<file path="config.mk">
export PLATFORM = sky130hd
export DESIGN_NAME = mtt_table
export DESIGN_NICKNAME = d
export VERILOG_FILES = /design/src/rtl/mtt_pkg.sv /design/src/rtl/mtt_store.sv /design/src/rtl/mtt_compare.sv /design/src/rtl/mtt_prio.sv /design/src/rtl/mtt_table.sv
export SDC_FILE = /design/constraint.sdc
export NUM_CORES = 1
export LEC_CHECK = 0
export ABC_CLOCK_PERIOD_IN_PS = 2700
export BUFFER_PORTS_ARGS = -buffer_cell sky130_fd_sc_hd__buf_2
export CORE_MARGIN = 8
export CORE_UTILIZATION = 29
export DETAILED_ROUTE_END_ITERATION = 8
export PLACE_DENSITY = 0.47
export REMOVE_ABC_BUFFERS = 1
export SKIP_CTS_REPAIR_TIMING = 1
export SYNTH_ARGS = -nofsm -noshare
export SYNTH_HDL_FRONTEND = slang
export SYNTH_HIERARCHICAL = 1
export SYNTH_SLANG_ARGS = --single-unit
</file>
<file path="constraint.sdc">
create_clock -name clk -period 2.7 [get_ports clk]
set_clock_uncertainty 0.05 [all_clocks]
set_input_delay 0.27 -clock clk [delete_from_list [all_inputs] [get_ports clk]]
set_output_delay 0.27 -clock clk [all_outputs]
set_load 0.005 [all_outputs]
</file>
<file path="src/rtl/mtt_pkg.sv">
package mtt_pkg;

  // Storage command decoded from the write-side pins.
  typedef enum logic [1:0] {
    ST_IDLE  = 2'd0,
    ST_LOAD  = 2'd1,
    ST_WIPE  = 2'd2
  } store_op_e;

  function automatic store_op_e decode_store_op(input logic wipe, input logic load);
    if (wipe)      return ST_WIPE;
    else if (load) return ST_LOAD;
    else           return ST_IDLE;
  endfunction

endpackage

</file>
<file path="src/rtl/mtt_store.sv">
module mtt_store #(
  parameter int ENTRIES = 16,
  parameter int WIDTH   = 32,
  localparam int IDX_W  = (ENTRIES > 1) ? $clog2(ENTRIES) : 1
) (
  input  logic                           clk,
  input  logic                           rst_n,
  input  logic                           load,
  input  logic                           wipe,
  input  logic [IDX_W-1:0]               load_idx,
  input  logic [WIDTH-1:0]               load_word,
  output logic [ENTRIES-1:0][WIDTH-1:0]  words
);
  import mtt_pkg::*;

  store_op_e op;
  assign op = decode_store_op(wipe, load);

  for (genvar g = 0; g < ENTRIES; g++) begin : g_slot
    logic sel;
    assign sel = (load_idx == IDX_W'(g));
    always_ff @(posedge clk or negedge rst_n) begin
      if (!rst_n) begin
        words[g] <= '0;
      end else begin
        unique case (op)
          ST_WIPE: words[g] <= '0;
          ST_LOAD: if (sel) words[g] <= load_word;
          default: ;
        endcase
      end
    end
  end

  // a clear leaves every slot zero on the next cycle
  p_wipe_zero_r8: assert property (@(posedge clk) disable iff (!rst_n)
    wipe |=> (words == '0));

  // a load without clear lands in the addressed slot
  p_load_lands_r1: assert property (@(posedge clk) disable iff (!rst_n)
    (load && !wipe) |=> (words[$past(load_idx)] == $past(load_word)));

endmodule

</file>
<file path="src/rtl/mtt_compare.sv">
module mtt_compare #(
  parameter int ENTRIES = 16,
  parameter int WIDTH   = 32
) (
  input  logic [ENTRIES-1:0][WIDTH-1:0] words,
  input  logic [WIDTH-1:0]              key,
  input  logic [ENTRIES-1:0]            force_mask,
  output logic [ENTRIES-1:0]            hits
);
  for (genvar g = 0; g < ENTRIES; g++) begin : g_cmp
    logic eq;
    assign eq      = (words[g] == key);
    assign hits[g] = eq | force_mask[g];
  end
endmodule

</file>
<file path="src/rtl/mtt_prio.sv">
module mtt_prio #(
  parameter int ENTRIES = 16,
  localparam int IDX_W  = (ENTRIES > 1) ? $clog2(ENTRIES) : 1
) (
  input  logic [ENTRIES-1:0] hits,
  output logic               any,
  output logic [IDX_W-1:0]   top_idx
);
  // Ascending scan: later (higher) hits overwrite earlier ones.
  always_comb begin
    top_idx = '0;
    for (int i = 0; i < ENTRIES; i++) begin
      if (hits[i]) top_idx = IDX_W'(i);
    end
  end

  assign any = |hits;
endmodule

</file>
<file path="src/rtl/mtt_table.sv">
module mtt_table #(
  parameter int ENTRIES = 16,
  parameter int WIDTH   = 32,
  localparam int IDX_W  = (ENTRIES > 1) ? $clog2(ENTRIES) : 1
) (
  input  logic               clk,
  input  logic               rst_n,
  input  logic               wr_en,
  input  logic [IDX_W-1:0]   wr_addr,
  input  logic [WIDTH-1:0]   wr_data,
  input  logic               clr,
  input  logic               srch_valid,
  output logic               srch_ready,
  input  logic [WIDTH-1:0]   srch_key,
  input  logic [ENTRIES-1:0] srch_mask,
  output logic               res_valid,
  input  logic               res_ready,
  output logic               res_hit,
  output logic [ENTRIES-1:0] res_vec,
  output logic [IDX_W-1:0]   res_idx
);
  logic [ENTRIES-1:0][WIDTH-1:0] words;
  logic [ENTRIES-1:0]            hits;
  logic                          any;
  logic [IDX_W-1:0]              top_idx;
  logic                          take;

  mtt_store #(.ENTRIES(ENTRIES), .WIDTH(WIDTH)) u_store (
    .clk       (clk),
    .rst_n     (rst_n),
    .load      (wr_en),
    .wipe      (clr),
    .load_idx  (wr_addr),
    .load_word (wr_data),
    .words     (words)
  );

  mtt_compare #(.ENTRIES(ENTRIES), .WIDTH(WIDTH)) u_cmp (
    .words      (words),
    .key        (srch_key),
    .force_mask (srch_mask),
    .hits       (hits)
  );

  mtt_prio #(.ENTRIES(ENTRIES)) u_prio (
    .hits    (hits),
    .any     (any),
    .top_idx (top_idx)
  );

  assign srch_ready = !res_valid || res_ready;
  assign take       = srch_valid && srch_ready;

  always_ff @(posedge clk or negedge rst_n) begin
    if (!rst_n) begin
      res_valid <= 1'b0;
      res_hit   <= 1'b0;
      res_vec   <= '0;
      res_idx   <= '0;
    end else if (take) begin
      res_valid <= 1'b1;
      res_hit   <= any;
      res_vec   <= hits;
      res_idx   <= top_idx;
    end else if (res_ready) begin
      res_valid <= 1'b0;
    end
  end

  // hit flag agrees with the vector
  p_hit_vec_r5: assert property (@(posedge clk) disable iff (!rst_n)
    res_valid |-> (res_hit == (res_vec != '0)));

  // a miss reports index zero
  p_miss_zero_r7: assert property (@(posedge clk) disable iff (!rst_n)
    (res_valid && !res_hit) |-> (res_idx == '0));

  // winning index is a set bit with none above it
  p_top_wins_r6: assert property (@(posedge clk) disable iff (!rst_n)
    (res_valid && res_hit) |-> (res_vec[res_idx] && ((res_vec >> res_idx) == 1)));

  // an all-ones mask makes every entry match
  p_full_mask_r3: assert property (@(posedge clk) disable iff (!rst_n)
    (take && (srch_mask == '1)) |=> (res_vec == '1));

  // a stalled result holds
  p_stall_hold_r10: assert property (@(posedge clk) disable iff (!rst_n)
    (res_valid && !res_ready) |=> (res_valid && $stable(res_vec) && $stable(res_idx)
                                   && $stable(res_hit)));

  // an accepted search yields a result next cycle
  p_take_valid_r10: assert property (@(posedge clk) disable iff (!rst_n)
    take |=> res_valid);

endmodule

</file>
==> results of run 1 <==
[cell usage after synthesis (2+ instances only)]
cell / instances / area share
sky130_fd_sc_hd__nor3_1: 2 / 0.00034
sky130_fd_sc_hd__nand4_1: 98 / 0.021
sky130_fd_sc_hd__and3_1: 2 / 0.00042
sky130_fd_sc_hd__buf_2: 68 / 0.011
sky130_fd_sc_hd__o31ai_1: 2 / 0.00050
sky130_fd_sc_hd__nand3_1: 7 / 0.0012
sky130_fd_sc_hd__nand2b_1: 195 / 0.041
sky130_fd_sc_hd__dfrtp_1: 534 / 0.45
sky130_fd_sc_hd__buf_4: 26 / 0.0065
sky130_fd_sc_hd__a41o_1: 16 / 0.0054
sky130_fd_sc_hd__mux2_4: 20 / 0.010
sky130_fd_sc_hd__nor4_1: 49 / 0.010
sky130_fd_sc_hd__buf_12: 3 / 0.0020
sky130_fd_sc_hd__nor2_1: 27 / 0.0034
sky130_fd_sc_hd__nand2_1: 12 / 0.0015
sky130_fd_sc_hd__buf_1: 3 / 0.00038
sky130_fd_sc_hd__xor2_1: 128 / 0.038
sky130_fd_sc_hd__nand3b_1: 27 / 0.0068
sky130_fd_sc_hd__mux2_2: 319 / 0.12
sky130_fd_sc_hd__xnor2_1: 384 / 0.11
sky130_fd_sc_hd__mux2i_1: 193 / 0.065
sky130_fd_sc_hd__buf_6: 27 / 0.010
sky130_fd_sc_hd__nor2b_1: 323 / 0.068
sky130_fd_sc_hd__clkbuf_1: 83 / 0.010
[power by group through the flow]
stage	sequential [mW]	combinational [mW]	clock [mW]
after global routing	8.22	2.15	10.0
after CTS	8.21	2.01	9.72
final	8.22	1.98	9.39
after detailed placement	8.35	2.00	0
after global placement	8.35	1.99	0
after floorplan	8.34	0.762	0
[cell usage in the layout, fill, tap and decap left out, types with 19 or more instances in the layout]
cell type                   count
sky130_fd_sc_hd__clkbuf_8      19
sky130_fd_sc_hd__nand2b_1     195
sky130_fd_sc_hd__mux2i_1      193
sky130_fd_sc_hd__dfrtp_1      534
sky130_fd_sc_hd__buf_2        110
sky130_fd_sc_hd__nand3b_1      27
sky130_fd_sc_hd__mux2_2       319
sky130_fd_sc_hd__clkbuf_16     71
sky130_fd_sc_hd__nor2b_1      323
sky130_fd_sc_hd__nand4_1       98
sky130_fd_sc_hd__buf_4        156
sky130_fd_sc_hd__mux2_4        20
sky130_fd_sc_hd__nor4_1        44
sky130_fd_sc_hd__xnor2_1      383
sky130_fd_sc_hd__buf_12        41
sky130_fd_sc_hd__nor2_1        26
sky130_fd_sc_hd__xor2_1       128
[cells by family after synthesis]
kind of cell | after synthesis
AO/OA/AOI/OAI | 22
buffers and inverters | 212
flip-flops | 534
AND/OR/NAND/NOR | 756
multiplexers | 533
XOR/XNOR | 512
[metrics by stage]
stage | hold WS [ns] | total power [mW] | setup slack (ns) | util | instance area (um2)
floorplan | -0.0756 | 9.10 | 0.203 | - | 28600
global placement | 0.245 | 10.3 | -0.316 | 0.323 | 33000
detailed placement | 0.245 | 10.4 | -0.284 | 0.323 | 33000
CTS | -0.426 | 19.9 | -0.0300 | 0.346 | 35300
global route | 0.00747 | 20.4 | -0.0112 | 0.347 | 35400
finish | 0.0252 | 19.6 | 0.0870 | 0.347 | 35400
[flip-flops by register name (all words and copies together) (netlist names)]
name and count:
res_valid 1, res_vec 16, res_hit 1, u_store/words 512
res_idx 4
[area by class of cell]
class | instances | area, um2 | area share
inverter | 1 | 3.75 | 0.000106
sequential | 534 | 13400 | 0.378
timing repair buffer | 314 | 2630 | 0.0742
multi-input combinational | 1823 | 15400 | 0.435
tap | 1368 | 1710 | 0.0484
clock buffer | 105 | 2090 | 0.0592
clock inverter | 17 | 219 | 0.00619
[critical path, delay by kind of cell, from the launching register on]
family | cells | cell delay [ns]
compound gates | 1 | 0.29
xor+xnor | 1 | 0.13
buf+inv | 3 | 0.48
flops | 1 | 0.39
mux | 1 | 0.26
simple gates | 5 | 0.88
[worst min-delay path by stage]
stage          depth (start not counted)            endpoint  startpoint
2_1_floorplan                          0             res_hit       rst_n
3_3_place_gp                           1  u_store/words[257]       rst_n
3_5_place_dp                           1  u_store/words[257]       rst_n
4_1_cts                                1  u_store/words[251]       rst_n
5_1_grt                                3           res_valid   res_ready
6_report                               3           res_valid   res_ready
[layer usage]
layer	wire length, um	vias up	GRT usage	share of wire
li1	-	8942	-	-
met3	3240	102	0.0232	0.035
met1	45100	10100	0.231	0.49
met4	2060	0	0.0430	0.022
met5	0	-	0	0
met2	42300	330	0.259	0.46
==> run summary, run 1 <==
Largest family of logic cells by synthesized area: multiplexers
Max-cap viol count: 0
Switching power of the nets: 4.90 mW
Final hold violations: 0
Largest net degree at the start of global routing: 111
Startpoint-to-endpoint class of the critical path: flip-flop to flip-flop
Proportion of power drawn by the clock network: 0.479
Global-route usage over all layers: 0.163
Outcome: completed
Placed Cells incl. Taps: 4,037
Deepest level of the CTS H-tree: 3
Detailed-route via count: 19,500
Sequential area share after synthesis: 0.447
Sum Neg Setup Slack: 0 ns
Post-layout net count: 2,833
Synth Area in Compound Gates: 0.00695
Worst EP arrival: 3.06 ns
Worst Reg-to-Reg Cells: 11
Number of search-and-repair iterations in the first detailed-routing pass: 6
R2r setup slk: 0.09 ns
Worst-path fanout max: 3
LEAKAGE: 16.5 nW
Count of antenna diodes in the layout: 0
Global-route wire length before repair: 141 mm
RR Startpoint: u_store/words[408]
Area of the mapped netlist: 29,900 um2
Number of input and output port buffers inserted: 112
Area growth syn-to-layout: 18.5%
Final Instance Count excl. Fillers: 4,162
Final setup violation count: 0
Mean post-synth cell area: 11.6 um2
Xor/xnor cell area share of the yosys netlist: 0.150
Maximum buffer depth of the clock tree: 3
Headroom to the max-slew limit: 0.478
DRC Markers: 0
Height of the die: 337 um
Placeable core region: 102,000 um2
Share of synthesized flip-flops with an asynchronous set or reset: 1.00
Power share of the sequential group: 0.419
Number of warnings reported in the yosys synthesis log: 6
Die footprint: 114,000 um2
Average via count per standard cell: 4.68
Clk sinks: 534
Internal power: 14.7 mW
Final period util: 0.968
Crit path launch: u_store/words[408]
Die width: 337 um
Cell count after synthesis: 2,569
Crit. End Element: flip-flop
Clock tree from TritonCTS: built
Buffer cell driving the clock tree root: sky130_fd_sc_hd__clkbuf_16
Io pins: 113
Effective utilization at floorplan: 0.293
Number of global-route vias before repair: 21,100
Share of synthesized cell area in and, or, nand and nor gates: 0.159
#FFs+latches synth: 534
Maximum single-stage delay on the critical path: 0.39 ns
Crit path top cell by count: sky130_fd_sc_hd__buf_4
Slowest cell on crit path: sky130_fd_sc_hd__dfrtp_1
Total length of routed wires: 92.7 mm
Routed Antenna Nets: 0
Final weighted congestion in routability-driven placement: 0.835
Number of antenna violations at the first check in global routing: 1
Final-layout fill cell count: 10,100
Number of distinct standard cells referenced by the synthesized netlist: 45
Pin slew with the least headroom to its limit: 0.782 ns
Pwr dens: 554 nW/um2
Clock-pin slew on the worst setup and hold paths: 0.06 ns
F_max: 0.383 GHz
GR Overflow Total: 0
Timing endpoint of the critical path: res_hit
Reg2Reg Capture Point: res_hit
RSZ-0062 raised after global routing: true
Detailed-placement wirelength estimate: 61.4 mm
Average detailed-routed wire length per instance: 22.3 um
Clock latency at the later pin of the worst-skew pair: 0.63 ns
Fraction of final layout cells sized beyond drive strength 1: 0.281
Post-layout minimum cycle time: 2.61 ns
Part of the power in combinational logic: 0.101
Worst min path class: input pin to flip-flop
CP Data Required Time: 3.15 ns
Primary FF master, synth: sky130_fd_sc_hd__dfrtp_1
Ordered list of cells on the worst path: xnor2_1, nand4_1, nor4_1, buf_4, a41o_1, buf_4, nor4_4, buf_4, nand3_1, or2_1, mux2_4
Drt initial violations: 1,015
Num CTS Buffers: 69
Number of flops mapped to enable cells by yosys: 0
Switching fraction of total power: 0.250
Post-Synth Adder-Cell Area: 0
Multiplexer share of the synthesized area: 0.195
Final-report max-slew violation count: 0
Std cell rows: 117
Peak supply drop: 0.000483 V
Kind of launch point of the worst setup path: flip-flop
Power figures use the tool's default switching activity.
==> inputs of run 2 (changes only) <==
- CORE_UTILIZATION: 29 -> 40
- PLACE_DENSITY: 0.47 -> 0.6
==> run summary, run 2 (synthesis results as in run 1) <==
Clock latency at the later pin of the worst-skew pair: 0.66 ns
Final period util: 1.04
Effective utilization at floorplan: 0.403
Global-route usage over all layers: 0.200
Buffer cell driving the clock tree root: sky130_fd_sc_hd__clkbuf_16
Kind of launch point of the worst setup path: flip-flop
Min-Delay Path Depth: 2
R2r setup slk: -0.11 ns
Clk sinks: 534
GR Overflow Total: 0
Num CTS Buffers: 60
Deepest level of the CTS H-tree: 2
Maximum buffer depth of the clock tree: 3
Number of antenna violations at the first check in global routing: 1
Area growth syn-to-layout: 14.9%
Die width: 289 um
Worst Reg-to-Reg Cells: 9
Violations in the final reports: setup timing
Post-layout minimum cycle time: 2.81 ns
Crit. End Element: flip-flop
Number of search-and-repair iterations in the first detailed-routing pass: 5
Start point of the worst min-delay path: wr_data[19]
Buffering stage count on the worst path with inverters included: 1
Slowest cell on crit path: sky130_fd_sc_hd__or3b_4
RR Startpoint: u_store/words[287]
Global-route wire length before repair: 130 mm
Detailed-route via count: 19,300
Worst min path class: input pin to flip-flop
RSZ-0062 raised after global routing: true
CP Data Required Time: 3.16 ns
Largest net degree at the start of global routing: 130
Peak supply drop: 0.000420 V
Drt initial violations: 1,275
Count of antenna diodes in the layout: 0
Worst hold margin: 0.0106 ns
Number of input and output port buffers inserted: 112
Worst hold path endpoint: u_store/words[83]
Reg2Reg Capture Point: res_idx[0]
Number of flip-flops in the largest register: 512
Die footprint: 83,700 um2
Average detailed-routed wire length per instance: 22.6 um
Register containing the most flip-flops in the final layout: u_store/words
F_max: 0.356 GHz
Final weighted congestion in routability-driven placement: 0.886
LEAKAGE: 16.2 nW
Max-cap viol count: 0
Average via count per standard cell: 5.19
DRC Markers: 0
Final-layout fill cell count: 6,722
Clock-pin slew on the worst setup and hold paths: 0.06 ns
Ordered list of cells on the worst path: xnor2_1, nand4_1, nor4_2, buf_4, a41o_1, or3b_4, a311oi_2, a31oi_1, mux2_4
Worst EP arrival: 3.27 ns
Category of cells accounting for the largest share of critical-path delay: simple AND/OR/NAND/NOR gates
Routed Antenna Nets: 0
Most frequent standard cell in the layout excluding fill and tap cells: sky130_fd_sc_hd__dfrtp_1
Io pins: 113
Final-report max-slew violation count: 0
Std cell rows: 100
Fraction of final layout cells sized beyond drive strength 1: 0.272
Placeable core region: 74,200 um2
Total length of routed wires: 84.3 mm
Outcome: finished, violations left
Worst path setup slack after routing: -0.108 ns
Largest registers in the final layout: u_store/words: 512 flops, res_vec: 16 flops, res_idx: 4 flops
Worst-path fanout max: 2
Height of the die: 289 um
Pin slew with the least headroom to its limit: 0.764 ns
Top library cells by usage in the layout, fill and taps aside: sky130_fd_sc_hd__dfrtp_1, sky130_fd_sc_hd__xnor2_1, sky130_fd_sc_hd__nor2b_1
Startpoint-to-endpoint class of the critical path: flip-flop to flip-flop
Detailed-placement wirelength estimate: 56.0 mm
Pwr dens: 534 nW/um2
Sum Neg Setup Slack: -0.171 ns
Maximum single-stage delay on the critical path: 0.39 ns
Final setup violation count: 4
Final hold violations: 0
Post-layout net count: 2,796
Headroom to the max-slew limit: 0.486
Clock tree from TritonCTS: built
Number of global-route vias before repair: 20,900
## run 2: final cells by class
cell class                      count  area, um2  area share
Clock buffer                       86       1730      0.0504
Clock inverter                     28        269     0.00783
Inverter                            1       3.75    0.000109
Multi-Input combinational cell   1823      15400       0.447
Sequential cell                   534      13400       0.389
Tap cell                          969       1210      0.0353
Timing Repair Buffer              286       2400      0.0699
## run 2: power breakdown
part / switching [mW] / internal [mW]
Combinational: 1.09 / 0.811
Clock: 3.48 / 4.75
Sequential: 0.0944 / 8.12
Total: 4.67 / 13.7
## run 2: stage by stage
step           instances  setup slack (ns)  total power, mW   util  cell area (um2)
6_report            3727            -0.108             18.3  0.463            34300
5_1_grt             3727            -0.266             19.1  0.463            34300
4_1_cts             3722            -0.148             18.6  0.462            34200
3_5_place_dp        3608            -0.373             10.3  0.435            32200
3_3_place_gp        3608            -0.429             10.2  0.435            32200
2_1_floorplan       2358             0.203             9.10      -            28600
## run 2: worst register-to-register path, delay by kind of cell (launching register included)
kind	cells	cell delay [ns]
compound gates	3	0.50
xor+xnor	1	0.16
buf+inv	1	0.20
flops	1	0.38
mux	1	0.27
simple gates	3	1.14
## run 2: metal layers
layer  routed length (um)  global-route usage  vias up  part of all wire
met5                   13                   0        -           0.00015
met4                 3460              0.0715        2             0.041
met3                 4490              0.0430      138             0.053
met2                37600               0.312      399              0.45
met1                38700               0.274     9904              0.46
li1                     -                   -     8882                 -
## run 2: how the worst max path moves through the flow
stage               cells after the start                  to  slack, ns                from
floorplan                               3  u_store/words[480]       0.20                 clr
global placement                       10          res_idx[2]      -0.43        srch_key[26]
detailed placement                     12          res_idx[0]      -0.37        srch_key[13]
CTS                                     9          res_idx[0]      -0.15  u_store/words[287]
global route                            9          res_idx[0]      -0.27  u_store/words[287]
finish                                  9          res_idx[0]      -0.11  u_store/words[287]
==> inputs of run 3 (changes only) <==
- CELL_PAD_IN_SITES_DETAIL_PLACEMENT: unset -> 0
- CELL_PAD_IN_SITES_GLOBAL_PLACEMENT: unset -> 1
- PLACE_DENSITY: 0.6 -> unset
- PLACE_DENSITY_LB_ADDON: unset -> 0.1
==> run summary, run 3 (synthesis results as in run 1) <==
Clk sinks: 534
Placeable core region: 74,200 um2
Sum of routed wire segments on met1: 41.9 mm
Num CTS Buffers: 61
Global-route wire length before repair: 134 mm
Power share of the sequential group: 0.441
Placement-stage cell area: 32,500 um2
Most frequent standard cell in the layout excluding fill and tap cells: sky130_fd_sc_hd__dfrtp_1
F_max: 0.375 GHz
Worst EP arrival: 3.18 ns
Headroom to the max-slew limit: 0.425
Drt initial violations: 1,066
Fraction of final layout cells sized beyond drive strength 1: 0.281
Number of search-and-repair iterations in the first detailed-routing pass: 5
Buffer cell driving the clock tree root: sky130_fd_sc_hd__clkbuf_16
Number of global-route vias before repair: 20,700
Maximum buffer depth of the clock tree: 3
Outcome: completed
Final weighted congestion in routability-driven placement: 0.849
Largest net degree at the start of global routing: 162
Number of antenna violations at the first check in global routing: 0
Total length of routed wires: 87.9 mm
Post-layout minimum cycle time: 2.67 ns
Die width: 289 um
Post-layout utilization of the core: 0.467
Total chip power: 18.6 mW
Final-report max-slew violation count: 0
Number of flip-flops in the largest register: 512
RSZ-0062 raised after global routing: true
Register containing the most flip-flops in the final layout: u_store/words
Final period util: 0.988
Final Instance Count excl. Fillers: 3,767
GR Overflow Total: 0
Number of input and output port buffers inserted: 112
Largest registers in the final layout: u_store/words: 512 flops, res_vec: 16 flops, res_idx: 4 flops
DRC Markers: 0
Peak supply drop: 0.000543 V
Internal power: 14.0 mW
Average detailed-routed wire length per instance: 23.3 um
Max-cap viol count: 0
Die footprint: 83,700 um2
Area growth syn-to-layout: 16.0%
Met3 WL: 3.12 mm
Count of antenna diodes in the layout: 0
Effective utilization at floorplan: 0.403
Pwr dens: 537 nW/um2
CP Data Required Time: 3.21 ns
Final setup violation count: 0
Crit. End Element: flip-flop
Pin slew with the least headroom to its limit: 0.863 ns
Part of the power in combinational logic: 0.105
Detailed-placement wirelength estimate: 59.5 mm
Worst min path class: input pin to flip-flop
Maximum single-stage delay on the critical path: 0.56 ns
Top library cells by usage in the layout, fill and taps aside: sky130_fd_sc_hd__dfrtp_1, sky130_fd_sc_hd__xnor2_1, sky130_fd_sc_hd__nor2b_1
Deepest level of the CTS H-tree: 2
Switching fraction of total power: 0.246
Post-route cell area: 34,600 um2
Io pins: 113
Proportion of power drawn by the clock network: 0.454
Clock latency at the later pin of the worst-skew pair: 0.63 ns
Switching power of the nets: 4.58 mW
Detailed-route via count: 19,300
Clock-pin slew on the worst setup and hold paths: 0.06 ns
Post-layout net count: 2,845
Placed Cells incl. Taps: 3,656
Kind of launch point of the worst setup path: flip-flop
Std cell rows: 100
Global-route usage over all layers: 0.210
Clock tree from TritonCTS: built
Slowest cell on crit path: sky130_fd_sc_hd__nor4_4
Met2 WL post-DR: 40.6 mm
Highest metal layer used by the detailed router: met4
Startpoint-to-endpoint class of the critical path: flip-flop to flip-flop
Worst-path fanout max: 5
Ordered list of cells on the worst path: xnor2_1, nand4_1, nor4_4, buf_4, a41o_1, or3b_1, a311oi_2, a31oi_1, mux2_4
Average via count per standard cell: 5.12
Final hold violations: 0
LEAKAGE: 16.5 nW
Height of the die: 289 um
Routed Antenna Nets: 0
run 3: layout make-up:
cell class	count	area (um2)
clock buffer	95	1870
clock inverter	11	159
fill	6812	39600
inverter	1	3.75
multi-input combinational	1823	15400
sequential	534	13400
tap	969	1210
timing repair buffer	334	2660
run 3: critical path: cells and delay by family (launching register included):
family          cells  cell delay [ns]
compound gates      3             0.61
xor+xnor            1             0.15
buf+inv             1             0.19
flops               1             0.38
mux                 1             0.16
simple gates        3             1.05
run 3: metrics by stage:
stage / hold WS [ns] / setup slack [ns] / setup TNS, ns
after floorplan: -0.0756 / 0.203 / 0
after global placement: 0.113 / -0.385 / -1.61
after detailed placement: 0.112 / -0.413 / -1.74
after CTS: -0.562 / -0.304 / -0.826
after global routing: 0.0227 / -0.0584 / -0.0704
final: 0.0432 / 0.0320 / 0
run 3: final timing paths:
check	from	end	slack, ns	cells past startpoint
setup / recovery	u_store/words[319]	res_idx[0]	0.03	9
hold / removal	wr_data[13]	u_store/words[77]	0.04	2
setup reg to reg	u_store/words[319]	res_idx[0]	0.03	9
hold reg to reg	res_vec[11]	res_vec[11]	0.45	1
max in group asynchronous	rst_n	u_store/words[398]	1.46	4
min in group asynchronous	rst_n	u_store/words[441]	0.08	2
run 3: power groups by stage:
| stage | Clock, mW | Combinational (mW) | Sequential [mW] |
|---|---|---|---|
| after floorplan | 0 | 0.762 | 8.34 |
| after global placement | 0 | 1.96 | 8.35 |
| after detailed placement | 0 | 1.97 | 8.35 |
| after CTS | 8.73 | 1.98 | 8.21 |
| after global routing | 9.00 | 2.12 | 8.22 |
| final | 8.44 | 1.96 | 8.21 |
run 3: layer usage:
layer  up-vias  global-route usage
met5         -                   0
met4         0              0.0523
met3       107              0.0284
met2       298               0.336
met1      9913               0.299
li1       8978                   -
